`config.mk`:
```
export PLATFORM = sky130hd
export DESIGN_NAME = uart_irq_ctrl
export DESIGN_NICKNAME = d
export VERILOG_FILES = /design/src/rtl/uimc_pkg.sv /design/src/rtl/uimc_decode.sv /design/src/rtl/uimc_status.sv /design/src/rtl/uimc_irq.sv /design/src/rtl/uimc_readback.sv /design/src/rtl/uart_irq_ctrl.sv
export SDC_FILE = /design/constraint.sdc
export NUM_CORES = 1
export LEC_CHECK = 0
export BUFFER_PORTS_ARGS = -buffer_cell sky130_fd_sc_hd__buf_2
export CORE_UTILIZATION = 49
export CTS_CLUSTER_SIZE = 8
export DETAILED_ROUTE_END_ITERATION = 8
export GPL_ROUTABILITY_DRIVEN = 0
export GPL_TIMING_DRIVEN = 0
export PLACE_DENSITY = 0.91
export SYNTH_ARGS = -nofsm -noshare
export SYNTH_HDL_FRONTEND = slang
export SYNTH_SLANG_ARGS = --single-unit
export TNS_END_PERCENT = 100
```
`constraint.sdc`:
```
create_clock -name clk_i -period 2.25 [get_ports clk_i]
set_input_delay 0.675 -clock clk_i [delete_from_list [all_inputs] [get_ports clk_i]]
set_output_delay 0.675 -clock clk_i [all_outputs]
set_load 0.01 [all_outputs]
```
`src/rtl/uimc_pkg.sv`:
```
package uimc_pkg;
    localparam int NUM_MODEM = 4;
    localparam int NUM_ERR   = 4;
    localparam int BIT_RX    = NUM_MODEM;
    localparam int BIT_TX    = NUM_MODEM + 1;
    localparam int BIT_RT    = NUM_MODEM + 2;
    localparam int ERR_LO    = NUM_MODEM + 3;
    localparam int STAT_W    = ERR_LO + NUM_ERR;
    localparam int ADDR_W    = 3;
    localparam int NUM_LINES = 6;

    typedef logic [STAT_W-1:0] stat_t;

    typedef enum logic [ADDR_W-1:0] {
        A_MASK   = 3'd0,
        A_RAW    = 3'd1,
        A_MASKED = 3'd2,
        A_CLEAR  = 3'd3,
        A_TXDATA = 3'd4
    } reg_addr_e;

    typedef struct packed {
        logic wr_mask;
        logic wr_clear;
        logic wr_tx;
    } wr_dec_t;

    // Source selection for each interrupt line: 0 combined, 1 rx, 2 tx, 3 rt, 4 modem, 5 error
    function automatic stat_t line_sel(input int idx);
        stat_t s;
        s = '0;
        case (idx)
            0: s = '1;
            1: s[BIT_RX] = 1'b1;
            2: s[BIT_TX] = 1'b1;
            3: s[BIT_RT] = 1'b1;
            4: for (int i = 0; i < NUM_MODEM; i++) s[i] = 1'b1;
            default: for (int i = ERR_LO; i < STAT_W; i++) s[i] = 1'b1;
        endcase
        return s;
    endfunction
endpackage

```
`src/rtl/uimc_decode.sv`:
```
module uimc_decode
    import uimc_pkg::*;
(
    input  logic              wr_i,
    input  logic [ADDR_W-1:0] addr_i,
    output wr_dec_t           dec_o
);
    always_comb begin
        dec_o          = '0;
        dec_o.wr_mask  = wr_i && (addr_i == A_MASK);
        dec_o.wr_clear = wr_i && (addr_i == A_CLEAR);
        dec_o.wr_tx    = wr_i && (addr_i == A_TXDATA);
    end
endmodule

```
`src/rtl/uimc_status.sv`:
```
module uimc_status
    import uimc_pkg::*;
(
    input  logic                 clk_i,
    input  logic                 rst_ni,
    input  wr_dec_t              dec_i,
    input  stat_t                wdata_i,
    input  stat_t                set_i,
    input  stat_t                clr_i,
    input  logic                 modem_upd_i,
    input  logic [NUM_MODEM-1:0] modem_lvl_i,
    output stat_t                raw_q_o,
    output stat_t                mask_q_o,
    output stat_t                raw_d_o,
    output stat_t                mask_d_o
);
    typedef struct packed {
        stat_t raw;
        stat_t mask;
    } st_t;

    st_t st_d, st_q;

    always_comb begin
        stat_t r;
        stat_t s;
        st_d = st_q;
        if (dec_i.wr_mask) st_d.mask = wdata_i;
        r = st_q.raw;
        if (dec_i.wr_clear) r = r & ~wdata_i;
        r = r & ~clr_i;
        s = set_i;
        if (dec_i.wr_tx) s[BIT_TX] = 1'b1;
        r = r | s;
        if (modem_upd_i) r[NUM_MODEM-1:0] = modem_lvl_i;
        st_d.raw = r;
    end

    always_ff @(posedge clk_i or negedge rst_ni) begin
        if (!rst_ni) st_q <= '0;
        else         st_q <= st_d;
    end

    assign raw_q_o  = st_q.raw;
    assign mask_q_o = st_q.mask;
    assign raw_d_o  = st_d.raw;
    assign mask_d_o = st_d.mask;
endmodule

```
`src/rtl/uimc_irq.sv`:
```
module uimc_irq
    import uimc_pkg::*;
(
    input  logic                 clk_i,
    input  logic                 rst_ni,
    input  stat_t                raw_d_i,
    input  stat_t                mask_d_i,
    output logic [NUM_LINES-1:0] irq_q_o
);
    logic [NUM_LINES-1:0] irq_d, irq_q;
    stat_t                masked_d;

    assign masked_d = raw_d_i & mask_d_i;

    for (genvar g = 0; g < NUM_LINES; g++) begin : g_line
        assign irq_d[g] = |(masked_d & line_sel(g));
    end

    always_ff @(posedge clk_i or negedge rst_ni) begin
        if (!rst_ni) irq_q <= '0;
        else         irq_q <= irq_d;
    end

    assign irq_q_o = irq_q;
endmodule

```
`src/rtl/uimc_readback.sv`:
```
module uimc_readback
    import uimc_pkg::*;
#(
    parameter int DATA_W = 32
) (
    input  logic              clk_i,
    input  logic              rst_ni,
    input  logic              rd_i,
    input  logic [ADDR_W-1:0] addr_i,
    input  stat_t             raw_i,
    input  stat_t             mask_i,
    output logic [DATA_W-1:0] rdata_o
);
    logic [DATA_W-1:0] rdata_d, rdata_q;

    always_comb begin
        stat_t v;
        v = '0;
        case (addr_i)
            A_MASK:   v = mask_i;
            A_RAW:    v = raw_i;
            A_MASKED: v = raw_i & mask_i;
            default:  v = '0;
        endcase
        rdata_d = rd_i ? DATA_W'(v) : rdata_q;
    end

    always_ff @(posedge clk_i or negedge rst_ni) begin
        if (!rst_ni) rdata_q <= '0;
        else         rdata_q <= rdata_d;
    end

    assign rdata_o = rdata_q;
endmodule

```
`src/rtl/uart_irq_ctrl.sv`:
```
module uart_irq_ctrl
    import uimc_pkg::*;
#(
    parameter int DATA_W = 32
) (
    input  logic                 clk_i,
    input  logic                 rst_ni,
    input  logic                 reg_wr_i,
    input  logic                 reg_rd_i,
    input  logic [ADDR_W-1:0]    reg_addr_i,
    input  logic [DATA_W-1:0]    reg_wdata_i,
    output logic [DATA_W-1:0]    reg_rdata_o,
    input  logic [STAT_W-1:0]    src_set_i,
    input  logic [STAT_W-1:0]    src_clr_i,
    input  logic                 modem_upd_i,
    input  logic [NUM_MODEM-1:0] modem_lvl_i,
    output logic                 irq_any_o,
    output logic                 irq_rx_o,
    output logic                 irq_tx_o,
    output logic                 irq_rt_o,
    output logic                 irq_ms_o,
    output logic                 irq_err_o
);
    wr_dec_t              dec;
    stat_t                raw_q, mask_q, raw_d, mask_d;
    logic [NUM_LINES-1:0] irq_q;

    uimc_decode u_dec (
        .wr_i   (reg_wr_i),
        .addr_i (reg_addr_i),
        .dec_o  (dec)
    );

    uimc_status u_stat (
        .clk_i       (clk_i),
        .rst_ni      (rst_ni),
        .dec_i       (dec),
        .wdata_i     (reg_wdata_i[STAT_W-1:0]),
        .set_i       (src_set_i),
        .clr_i       (src_clr_i),
        .modem_upd_i (modem_upd_i),
        .modem_lvl_i (modem_lvl_i),
        .raw_q_o     (raw_q),
        .mask_q_o    (mask_q),
        .raw_d_o     (raw_d),
        .mask_d_o    (mask_d)
    );

    uimc_irq u_irq (
        .clk_i    (clk_i),
        .rst_ni   (rst_ni),
        .raw_d_i  (raw_d),
        .mask_d_i (mask_d),
        .irq_q_o  (irq_q)
    );

    uimc_readback #(.DATA_W(DATA_W)) u_rb (
        .clk_i   (clk_i),
        .rst_ni  (rst_ni),
        .rd_i    (reg_rd_i),
        .addr_i  (reg_addr_i),
        .raw_i   (raw_q),
        .mask_i  (mask_q),
        .rdata_o (reg_rdata_o)
    );

    assign irq_any_o = irq_q[0];
    assign irq_rx_o  = irq_q[1];
    assign irq_tx_o  = irq_q[2];
    assign irq_rt_o  = irq_q[3];
    assign irq_ms_o  = irq_q[4];
    assign irq_err_o = irq_q[5];
endmodule

```
==> impl_metrics.csv, run 1 <==
group,metric,value,unit
synthesis,synth-seq-area-share,0.488,
power,ir_drop,0.470,mV
final_layout,insertedDiodeCount,0,
timing,rsz0062_at_grt,"false",
synthesis,synthesis.area_per_instance,10.1,um^2
drt,drc,0,
drt,detail-route-antenna-nets,0,
synthesis,postSynth.asyncResetShare,1.00,
cts,cts.root.buffer_cell,"clkbuf_8",
drt,vias_per_cell,4.87,
floorplan,floorplan.die.height,65.9,um
drt,post_drt_wl_per_cell,12.7,um
setup_path,path_class,"in -> reg",
cts,cts_hold_buf,0,
floorplan,floorplan.die_area,4350,um^2
global_route,globalRouteMet3Util,0.0414,
global_route,grt_max_degree,40,
global_route,track_usage,0.218,
power,power_leakage,1.26,nW
floorplan,ioPinCount,104,
timing,hold_viol_final,0,
setup_path,worstPathMaxFanout,10,
cts,post-cts-setup-buffers,0,
cts,clock_tree.buffer_depth,2,
global_route,grt_pass1_vias,1527,
floorplan,start_util,0.527,
place,dpl_worst_slack,-0.158,ns
place,detailed_place_hpwl,3270,um
place,portBuffers,61,
drt,detail_route.first_pass.iterations,4,
setup_path,critical_path.top_delay_family,"simple AND/OR/NAND/NOR gates",
drt,routed_wire_length,4280,um
synthesis,yosys_most_used_dff,"dfrtp_1",
synthesis,synth_area,2000,um^2
global_route,grt_first_pass_wirelength,6910,um
cts,numCtsBuffers,5,
setup_path,timing.critical_path.to_type,"flip-flop",
cts,cts_max_level,2,
setup_path,critical_path.slowest_cell,"nor4b_4",
power,p_int,1.22,mW
global_route,grt.met2_usage,0.376,
timing,post-route-period-util,0.934,
synthesis,ys_warn_count,0,
cts,ctsResizeCount,0,
timing,slew_viol_final,0,
synthesis,ys_seq_elements,39,
run_status,run_status,"complete, no violations",
setup_path,cp.buffers_inverters,2,
timing,finalWorstSetupSlack,0.149,ns
timing,max_slew.worst_pin.slew,0.838,ns
floorplan,floorplan.rows,22,
timing,clock_skew_after_layout,0.00548,ns
setup_path,crit_path_max_incr_delay,0.33,ns
global_route,antenna_violations_before_repair,0,
timing,fin_crit_period,2.10,ns
synthesis,number_of_enable_flip_flop_cells_after_synthesis,0,
setup_path,worstPathCellList,"buf_2 > nor4b_4 > buf_6 > mux2_4 > o31a_1 > nor3_1 > nand4b_1",
timing,timing.fmax,0.476,GHz
cts,clock_sink_count,39,
drt,via_count,1637,
setup_path,startpoint_class,"primary input",
final_layout,drive_gt1_frac,0.375,
final_layout,final_net_count,353,
drt,first_iter_violations,39,
floorplan,dieWidth,65.9,um
timing,relative_slew_margins,0.441,
global_route,gr-max-usage-layer,"met2",
setup_path,cp.arrival,2.26,ns
cts,tritoncts,"built",
power,clockPowerShare,0.267,
flow_run,maxCapViolCount,0,
floorplan,core-area,3800,um^2
final_layout,synthToLayoutAreaGrowth,26.4,%
synthesis,number_of_cells_produced_by_synthesis,199,
cts,clk_pin_slew,0.08,ns
timing,setup-violations-final,0,
cts,clock_insertion_delay_worst_skew,0.29,ns
power,total_switching_power,506,uW
global_route,grt.overflow.total,0,
power,powerDensity,681,nW/um^2
setup_path,timing.critical_path.required,2.41,ns
global_route,met1_usage,0.264,
min_path,timing.hold.worst.class,"in -> async",
power,swShare,0.294,
synthesis,synth.lib_cells_used.distinct,32,
timing,whs,0.481,ns
power,combPwrFrac,0.242,
power,share_seq_of_total_power,0.491,
## final timing paths
kind / startpoint / end / slack [ns] / cells after the start
min in group clk_i: u_stat.mask_q_o[3] / u_stat.mask_q_o[3] / 0.50 / 2
max reg2reg: u_stat.raw_q_o[1] / u_irq.irq_q_o[0] / 0.86 / 5
min: rst_ni / u_irq.irq_q_o[1] / 0.48 / 1
min reg2reg: u_stat.mask_q_o[3] / u_stat.mask_q_o[3] / 0.50 / 2
max: reg_addr_i[0] / u_irq.irq_q_o[0] / 0.15 / 7
max in group asynchronous: rst_ni / u_rb.rdata_o[5] / 1.24 / 1
## per-stage QoR
step                setup TNS [ns]  instance area, um^2  power (mW)  cells  utilization
finish                           0                 2530        1.72    336        0.666
global route                     0                 2530        1.83    336        0.666
detailed placement          -0.158                 2440        1.28    328        0.643
floorplan                        0                 2080        1.12    219            -
CTS                              0                 2530        1.74    336        0.666
global placement            -0.118                 2440        1.26    328        0.643
## power groups by stage
stage,Sequential [mW],Clock [mW],Combinational [mW]
2_1_floorplan,0.870,0,0.252
3_3_place_gp,0.855,0,0.405
4_1_cts,0.848,0.471,0.419
6_report,0.846,0.461,0.418
5_1_grt,0.859,0.505,0.463
3_5_place_dp,0.859,0,0.416
## cells by family (layout without fill, tap and decap cells)
| group | Yosys count | in the layout | synth area share |
|---|---|---|---|
| AOI/OAI and AO/OA | 53 | 53 | 0.161 |
| buffers and inverters | 45 | 114 | 0.129 |
| DFF | 39 | 39 | 0.488 |
| muxes | 11 | 11 | 0.0700 |
| other | 1 | 21 | 0.00187 |
| and+or+nand+nor | 50 | 50 | 0.150 |
## worst register-to-register path: stages (launching register included)
cell and delay, ns:
dfrtp_1 0.40, nor2b_1 0.13, nor3_1 0.14, a221oi_1 0.10
a221oi_2 0.34, nand4b_1 0.14
## sequential cells by signal, indices dropped and copies added, names as in the netlist
| signal | flops |
|---|---|
| u_irq.irq_q_o | 6 |
| u_rb.rdata_o | 11 |
| u_stat.mask_q_o | 11 |
| u_stat.raw_q_o | 11 |
## final cells by class
type / count / area [um^2]
Fill cell: 305 / 1270
Sequential cell: 39 / 976
Multi-Input combinational cell: 135 / 842
Timing Repair Buffer: 61 / 305
Buffer: 28 / 195
Clock buffer: 5 / 68.8
Inverter: 17 / 63.8
Tap cell: 48 / 60.1
Clock inverter: 3 / 20.0
## synth_stat cells (3+ instances only)
master | number | share of area
mux2_2 | 4 | 0.022
buf_4 | 22 | 0.083
a21oi_1 | 18 | 0.045
nand2b_1 | 9 | 0.028
o21ai_0 | 11 | 0.027
clkbuf_1 | 5 | 0.0094
nor2_1 | 11 | 0.021
nor3_1 | 5 | 0.012
inv_1 | 17 | 0.032
mux2_4 | 5 | 0.037
o21ai_1 | 3 | 0.0075
o22ai_1 | 12 | 0.037
dfrtp_1 | 39 | 0.49
or2_2 | 4 | 0.012
nor2b_1 | 10 | 0.031
## routing by layer
layer | wire length [um] | up-vias
li1 | - | 816
met1 | 1810 | 764
met2 | 2210 | 52
met3 | 207 | 5
met4 | 49 | 0
met5 | 0 | -
## layout by cell type (no fill, tap or decap), types with 2 or more instances in the layout
master,instances
buf_2,61
dfrtp_1,39
buf_4,22
conb_1,21
a21oi_1,18
inv_1,17
o22ai_1,12
nor2_1,11
o21ai_0,11
nor2b_1,10
nand2b_1,9
mux2_4,5
clkbuf_1,5
nor3_1,5
clkbuf_8,5
or2_2,4
mux2_2,4
o21ai_1,3
a2bb2oi_1,2
and2_1,2
o31a_1,2
mux2i_1,2
nand4b_1,2
a221oi_1,2
nand2_1,2
clkinvlp_4,2
(Power assumes the default switching activity.)
==> inputs of run 2 (changes only) <==
CELL_PAD_IN_SITES_DETAIL_PLACEMENT = 1   (was not set)
CELL_PAD_IN_SITES_GLOBAL_PLACEMENT = 2   (was not set)
CORE_UTILIZATION = 27   (was 49)
PLACE_DENSITY = 0.88   (was 0.91)
==> impl_metrics.csv, run 2 (same netlist as run 1, synthesis figures left out) <==
group,metric,value,unit
drt,first_iter_violations,41,
setup_path,cp.buffers_inverters,2,
global_route,grt_first_pass_wirelength,8050,um
setup_path,cp.depth,7,
global_route,antenna_violations_before_repair,0,
drt,detail-route-antenna-nets,0,
setup_path,worstPathCellList,"buf_2 > nor4b_4 > buf_6 > mux2_4 > o31a_1 > nor3_1 > nand4b_1",
power,total_switching_power,516,uW
drt,via_count,1631,
place,post_dp_cell_area,2510,um^2
timing,setup-violations-final,0,
floorplan,core-area,7210,um^2
cts,numCtsBuffers,5,
floorplan,floorplan.die_area,7760,um^2
power,combPwrFrac,0.226,
place,portBuffers,61,
power,ir_drop,0.218,mV
cts,clock_tree.buffer_depth,2,
floorplan,ioPinCount,104,
power,p_int,1.36,mW
floorplan,dieWidth,88.1,um
timing,hold_viol_final,0,
cts,tritoncts,"built",
drt,drc,0,
setup_path,cp.arrival,2.28,ns
final_layout,drive_gt1_frac,0.375,
cts,clock_insertion_delay_worst_skew,0.29,ns
power,powerDensity,716,nW/um^2
floorplan,floorplan.die.height,88.1,um
final_layout,final_cell_area,2620,um^2
setup_path,worstPathMaxFanout,10,
setup_path,timing.critical_path.to_type,"flip-flop",
global_route,grt_pass1_vias,1633,
setup_path,startpoint_class,"primary input",
timing,slew_viol_final,0,
setup_path,critical_path.top_delay_family,"simple AND/OR/NAND/NOR gates",
power,share_seq_of_total_power,0.452,
cts,ctsResizeCount,0,
timing,clock_skew_after_layout,0.00674,ns
final_layout,insertedDiodeCount,0,
power,power_leakage,1.28,nW
power,clockPowerShare,0.322,
timing,rsz0062_at_grt,"false",
global_route,track_usage,0.141,
run_status,run_status,"complete, no violations",
cts,cts_max_level,2,
timing,timing.fmax,0.470,GHz
cts,cts_hold_buf,0,
timing,relative_slew_margins,0.431,
floorplan,start_util,0.277,
place,dpl_worst_slack,-0.232,ns
timing,post-route-period-util,0.945,
cts,clock_sink_count,39,
timing,finalWorstSetupSlack,0.125,ns
setup_path,path_class,"in -> reg",
floorplan,floorplan.rows,31,
final_layout,final_common_cell,"buf_2",
timing,max_slew.worst_pin.slew,0.853,ns
cts,post-cts-setup-buffers,0,
cts,clk_pin_slew,0.08,ns
setup_path,critical_path.slowest_cell,"nor4b_4",
final_layout,mostFrequentLayoutCells,"61 x buf_2, 39 x dfrtp_1, 22 x buf_4",
final_layout,synthToLayoutAreaGrowth,31.1,%
place,detailed_place_hpwl,4040,um
setup_path,timing.critical_path.required,2.41,ns
setup_path,crit_path_max_incr_delay,0.34,ns
power,swShare,0.275,
drt,vias_per_cell,4.21,
flow_run,maxCapViolCount,0,
drt,routed_wire_length,5120,um
min_path,timing.hold.worst.class,"in -> async",
drt,post_drt_wl_per_cell,13.2,um
drt,detail_route.first_pass.iterations,4,
final_layout,final_net_count,353,
global_route,grt_max_degree,40,
global_route,grt.overflow.total,0,
cts,cts.root.buffer_cell,"clkbuf_8",
timing,fin_crit_period,2.13,ns
setup_path,r2r.worst_path.cells,5,
[run 2: power by group through the flow]
stage | registers (mW) | clock network [mW] | logic, mW
final | 0.848 | 0.605 | 0.425
after global routing | 0.861 | 0.650 | 0.476
after CTS | 0.849 | 0.624 | 0.429
after detailed placement | 0.862 | 0 | 0.428
after global placement | 0.859 | 0 | 0.416
after floorplan | 0.870 | 0 | 0.252
[run 2: area by class of cell]
type / count / area, um^2
buffer: 28 / 195
inverter: 17 / 63.8
fill: 893 / 4590
clock inverter: 2 / 35.0
sequential: 39 / 976
timing repair buffer: 61 / 305
clock buffer: 6 / 82.6
tap: 99 / 124
multi-input combinational: 135 / 842
[run 2: layer usage]
metal	routed length, um	GRT usage	vias to the layer above
met5	0	0	-
met4	76	0.0616	0
met3	268	0.0254	6
met2	2450	0.235	44
met1	2320	0.179	768
li1	-	-	813
[run 2: worst paths after layout]
kind / start / end / slack [ns]
hold / removal: rst_ni / u_stat.mask_q_o[5] / 0.48
hold reg to reg: u_stat.mask_q_o[3] / u_stat.mask_q_o[3] / 0.51
max in group asynchronous: rst_ni / u_stat.raw_q_o[6] / 1.22
setup reg to reg: u_stat.raw_q_o[0] / u_irq.irq_q_o[0] / 0.81
min in group clk_i: u_stat.mask_q_o[3] / u_stat.mask_q_o[3] / 0.51
setup / recovery: reg_addr_i[0] / u_irq.irq_q_o[0] / 0.12
[run 2: worst register-to-register path, cell delays in order (launching register included)]
cell and delay, ns:
dfrtp_1 0.40, nor2b_1 0.14, nor3_1 0.16, a221oi_1 0.10, a221oi_2 0.35, nand4b_1 0.14
[run 2: stage by stage]
| step | util | cells | hold WS, ns | TNS, ns | total power, mW |
|---|---|---|---|---|---|
| 2_1_floorplan | - | 219 | 0.379 | 0 | 1.12 |
| 3_3_place_gp | 0.347 | 379 | 0.488 | -0.192 | 1.28 |
| 3_5_place_dp | 0.347 | 379 | 0.496 | -0.300 | 1.29 |
| 4_1_cts | 0.364 | 387 | 0.515 | 0 | 1.90 |
| 5_1_grt | 0.364 | 387 | 0.536 | 0 | 1.99 |
| 6_report | 0.364 | 387 | 0.484 | 0 | 1.88 |
